<file path="config.mk">
export PLATFORM = sky130hd
export DESIGN_NAME = gs_expo_timer
export DESIGN_NICKNAME = d
export VERILOG_FILES = /design/src/rtl/gs_expo_timer.sv
export SDC_FILE = /design/constraint.sdc
export NUM_CORES = 1
export LEC_CHECK = 0
export ABC_AREA = 1
export CAP_MARGIN = 20
export CORE_MARGIN = 4
export CORE_UTILIZATION = 55
export CTS_BUF_LIST = sky130_fd_sc_hd__clkbuf_4
export DETAILED_ROUTE_END_ITERATION = 12
export GPL_ROUTABILITY_DRIVEN = 0
export PLACE_DENSITY = 0.82
export SLEW_MARGIN = 15
export SYNTH_ARGS = -nofsm -noshare
export SYNTH_HDL_FRONTEND = slang
export SYNTH_SLANG_ARGS = --single-unit
export TNS_END_PERCENT = 1
</file>
<file path="constraint.sdc">
create_clock -name clk -period 3.6 [get_ports clk]
set_input_delay 0.36 -clock clk [delete_from_list [all_inputs] [get_ports clk]]
set_output_delay 0.36 -clock clk [all_outputs]
set_load 0.03 [all_outputs]
</file>
<file path="src/rtl/gs_expo_timer.sv">
module gs_expo_timer #(
  parameter int CNT_W     = 12,
  parameter int GSEL_W    = 4,
  parameter int MAX_SHIFT = 8,
  parameter int MIN_VAL   = 10
) (
  input  logic              clk,
  input  logic              rst_n,
  input  logic              start_i,
  input  logic [CNT_W-1:0]  int_val_i,
  input  logic [GSEL_W-1:0] gran_sel_i,
  output logic              timeout_o,
  output logic              busy_o
);
  localparam int PRE_W = MAX_SHIFT;

  logic [CNT_W-1:0]  cnt_q, tgt_q, cnt_nxt, tgt_new;
  logic [PRE_W-1:0]  pre_q, mask_q, mask_new;
  logic [GSEL_W-1:0] shift_eff;
  logic              busy_q, to_q, tick, last;

  assign shift_eff = (gran_sel_i > GSEL_W'(MAX_SHIFT)) ? GSEL_W'(MAX_SHIFT) : gran_sel_i;
  assign tgt_new   = (int_val_i < CNT_W'(MIN_VAL)) ? CNT_W'(MIN_VAL) : int_val_i;

  for (genvar i = 0; i < PRE_W; i++) begin : g_mask
    assign mask_new[i] = (GSEL_W'(i) < shift_eff);
  end

  assign tick    = busy_q && ((pre_q & mask_q) == mask_q);
  assign cnt_nxt = cnt_q + CNT_W'(1);
  assign last    = tick && (cnt_nxt == tgt_q);

  always_ff @(posedge clk) begin
    if (!rst_n) begin
      busy_q <= 1'b0;
      to_q   <= 1'b0;
      cnt_q  <= '0;
      tgt_q  <= '0;
      pre_q  <= '0;
      mask_q <= '0;
    end else begin
      to_q <= 1'b0;
      if (start_i) begin
        busy_q <= 1'b1;
        cnt_q  <= '0;
        pre_q  <= '0;
        tgt_q  <= tgt_new;
        mask_q <= mask_new;
      end else if (busy_q) begin
        pre_q <= pre_q + PRE_W'(1);
        if (last) begin
          busy_q <= 1'b0;
          to_q   <= 1'b1;
        end else if (tick) begin
          cnt_q <= cnt_nxt;
        end
      end
    end
  end

  assign timeout_o = to_q;
  assign busy_o    = busy_q;

  AST_START_BUSY: assert property (@(posedge clk) disable iff (!rst_n)
    start_i |=> busy_o);
  AST_TO_END_RUN: assert property (@(posedge clk) disable iff (!rst_n)
    timeout_o |-> ($past(busy_o) && !$past(start_i) && !busy_o));
  AST_CNT_BELOW: assert property (@(posedge clk) disable iff (!rst_n)
    busy_o |-> (cnt_q < tgt_q));
  AST_TGT_MIN: assert property (@(posedge clk) disable iff (!rst_n)
    busy_o |-> (tgt_q >= CNT_W'(MIN_VAL)));
  AST_PULSE_ONE: assert property (@(posedge clk) disable iff (!rst_n)
    timeout_o |=> !timeout_o);
  AST_TO_IDLE: assert property (@(posedge clk) disable iff (!rst_n)
    timeout_o |-> !busy_o);
  AST_IDLE_QUIET: assert property (@(posedge clk) disable iff (!rst_n)
    (!busy_o && !start_i) |=> (!timeout_o && !busy_o));
endmodule

</file>
==> summary.txt <==
Worst setup path
  • CP Buf/Inv Count: 1
  • Reg-to-reg setup timing slack: 1.39 ns
  • Critical path cell sequence: clkdlybuf4s50_1
  • Worst-path maximum fanout: 18
  • WS Path Type: flop to output port
  • Critical Path End: busy_o
  • CP Depth: 1
  • CP arrival: 1.90 ns
  • Reg2Reg Depth: 14
  • Startpoint Class: flop
  • Worst stage delay on the critical path: 0.80 ns
  • Slowest CP cell: clkdlybuf4s50_1
  • CP endpoint kind: output port
  • Setup crit start: busy_o
  • Crit path max-delay family: buffers and inverters
  • Crit path required time: 3.24 ns
  • Reg2reg start: cnt_q[0]
  • Reg2Reg Capture Point: cnt_q[0]

Logic synthesis
  • Synthesized area per cell: 6.43 um2
  • Syn nets: 382
  • Synth Cell Area: 2320 um2
  • Synthesis-stage register bit count: 42
  • Cells after Synth: 361
  • Synth unique cells: 33
  • Sequential fraction of the synthesis area: 0.362
  • Synth warn: 0

STA
  • Slew @ Worst Pin: 0.660 ns
  • TNS Setup: 0 ns
  • Max Slew Vio Count: 0
  • Setup Viol. Count Final: 0
  • RSZ-0062 raised after global routing: false
  • Min Tclk post-route: 2.26 ns
  • Normalized max-slew margin: 0.559
  • Hold Vio Cnt, Final: 0
  • Fin Clk Skew: 0.0117 ns
  • Tcrit/Tclk final: 0.628
  • Fmax: 0.442 GHz

Die
  • Starting Density: 0.576
  • Area of the core: 4030 um2
  • X dimension of the die: 73.0 um
  • I/O Pins: 21
  • # rows: 23
  • Die area: 5320 um2
  • Die Y: 73.0 um

Final layout
  • Area grow syn2layout: 12.1%
  • Reg area: 841 um2
  • Leading cell types in the layout, fill and taps excluded: 93 x nand2_1, 58 x inv_1, 45 x nor2_1
  • Multi-input gate area: 1220 um2
  • Layout cell share with drive strength beyond 1: 0.0497
  • Commonest non-fill, non-tap cell in the layout: nand2_1
  • Number of fill cells in the layout: 385
  • ANT cells: 0
  • Layout Nets: 402

CTS
  • Worst-path clk slew: 0.12 ns
  • Clk_lat worst skew: 0.35 ns
  • Total clock sinks: 42
  • Post_cts resized: 0
  • CTS tree: done
  • Total number of H-tree levels: 2
  • CTS buffer count: 5
  • Hold buffers post-CTS: 0
  • Setup bufs post-CTS: 0
  • Max Root-Sink Buffers: 2
  • Root Buffer: clkbuf_4

Global route
  • Tot GR Track Use: 0.219
  • Global route total overflow: 0
  • First-pass GRT wire length: 9170 um
  • Pin count of the biggest net entering global routing: 21
  • Number of global-route vias before repair: 2182
  • Initial antenna violation count: 0

Detailed routing
  • Number of DRC markers in iteration 0: 206
  • WL/cell: 12.1 um
  • Final ANT Viol Nets: 0
  • Post-DR vias/cell: 5.32
  • Drc violations: 0
  • Via count: 2298
  • Detailed Routing Iterations Pass 1: 4
  • Final wirelength: 5220 um

Worst hold path
  • HP Class: flop to flop
  • Hold Startpoint: mask_q[3]

Pwr
  • Total Power: 843 uW
  • PD cells: 324 nW/um2
  • P_leak: 0.00110 uW
  • Maximum VDD drop: 0.273 mV

Run status
  • Status: finished clean

Flow run
  • Max Cap Viol: 0

Place
  • Dpl hpwl: 4010 um
  • IO buf count: 20
==> power by group <==
| part | switching [uW] | internal [uW] | leakage [uW] | total (uW) |
|---|---|---|---|---|
| sequential | 16.4 | 483 | 0.000344 | 500 |
| combinational | 61.3 | 48.6 | 0.000726 | 110 |
| clock | 153 | 81.1 | 0.0000331 | 234 |
==> Yosys cell counts (all sizes together) <==
| master | instances | area [um2] |
|---|---|---|
| inv | 58 | 218 |
| a22o | 1 | 8.76 |
| o22ai | 3 | 18.8 |
| nand2 | 97 | 379 |
| nor2 | 50 | 205 |
| nand4 | 13 | 81.3 |
| xor2 | 3 | 26.3 |
| o211ai | 2 | 15.0 |
| nor4 | 2 | 12.5 |
| clkinv | 1 | 3.75 |
| nor3 | 4 | 20.0 |
| nor3b | 1 | 7.51 |
| ha | 2 | 25.0 |
| o21ai | 20 | 100 |
| a21oi | 9 | 45.0 |
| dfxtp | 42 | 841 |
| xnor2 | 2 | 17.5 |
| o221ai | 1 | 8.76 |
| o211a | 1 | 10.0 |
| a32o | 2 | 20.0 |
| a31oi | 2 | 12.5 |
| clkbuf | 5 | 18.8 |
| buf | 3 | 23.8 |
| nand3 | 37 | 203 |
==> cell type report <==
type / instances / share of cell area
multi-input combinational: 252 / 0.467
clock buffer: 6 / 0.0173
clock inverter: 2 / 0.00337
timing repair buffer: 21 / 0.0798
inverter: 59 / 0.0851
sequential: 42 / 0.323
tap: 50 / 0.0240
==> kinds of logic after synthesis <==
group | share of synthesized area
and+or+nand+nor | 0.391
buffers and inverters | 0.114
DFF | 0.362
AOI/OAI and AO/OA | 0.103
xor gates and xnor gates | 0.0189
adders and majority gates | 0.0108
==> metal layers <==
layer / wire [um] / track usage / up-vias / part of all wire
met5: 0 / 0 / - / 0
met4: 101 / 0.0861 / 0 / 0.019
met3: 234 / 0.0455 / 10 / 0.045
met2: 2410 / 0.363 / 58 / 0.46
met1: 2480 / 0.279 / 1034 / 0.47
li1: - / - / 1196 / -
==> how the worst min path moves through the flow <==
stage	to	slack, ns	cells past startpoint
after floorplan	mask_q[7]	0.44	1
after global placement	mask_q[7]	0.45	1
after detailed placement	mask_q[7]	0.46	1
after CTS	mask_q[3]	0.49	2
after global routing	mask_q[3]	0.51	2
final	mask_q[3]	0.49	2
==> flip-flops by register name (all words and copies together) (netlist names) <==
signal,flops
timeout_o,1
busy_o,1
pre_q,8
mask_q,8
tgt_q,12
cnt_q,12
==> metrics by stage <==
step	util	setup slack [ns]	instances	area, um2	hold WS [ns]
6_report	0.646	1.34	432	2600	0.486
5_1_grt	0.646	1.15	432	2600	0.514
4_1_cts	0.646	1.33	432	2600	0.491
3_5_place_dp	0.633	1.41	424	2550	0.462
3_3_place_gp	0.633	1.49	424	2550	0.455
2_1_floorplan	-	1.73	361	2320	0.440
Note: power is estimated with default switching activity, not from simulation.
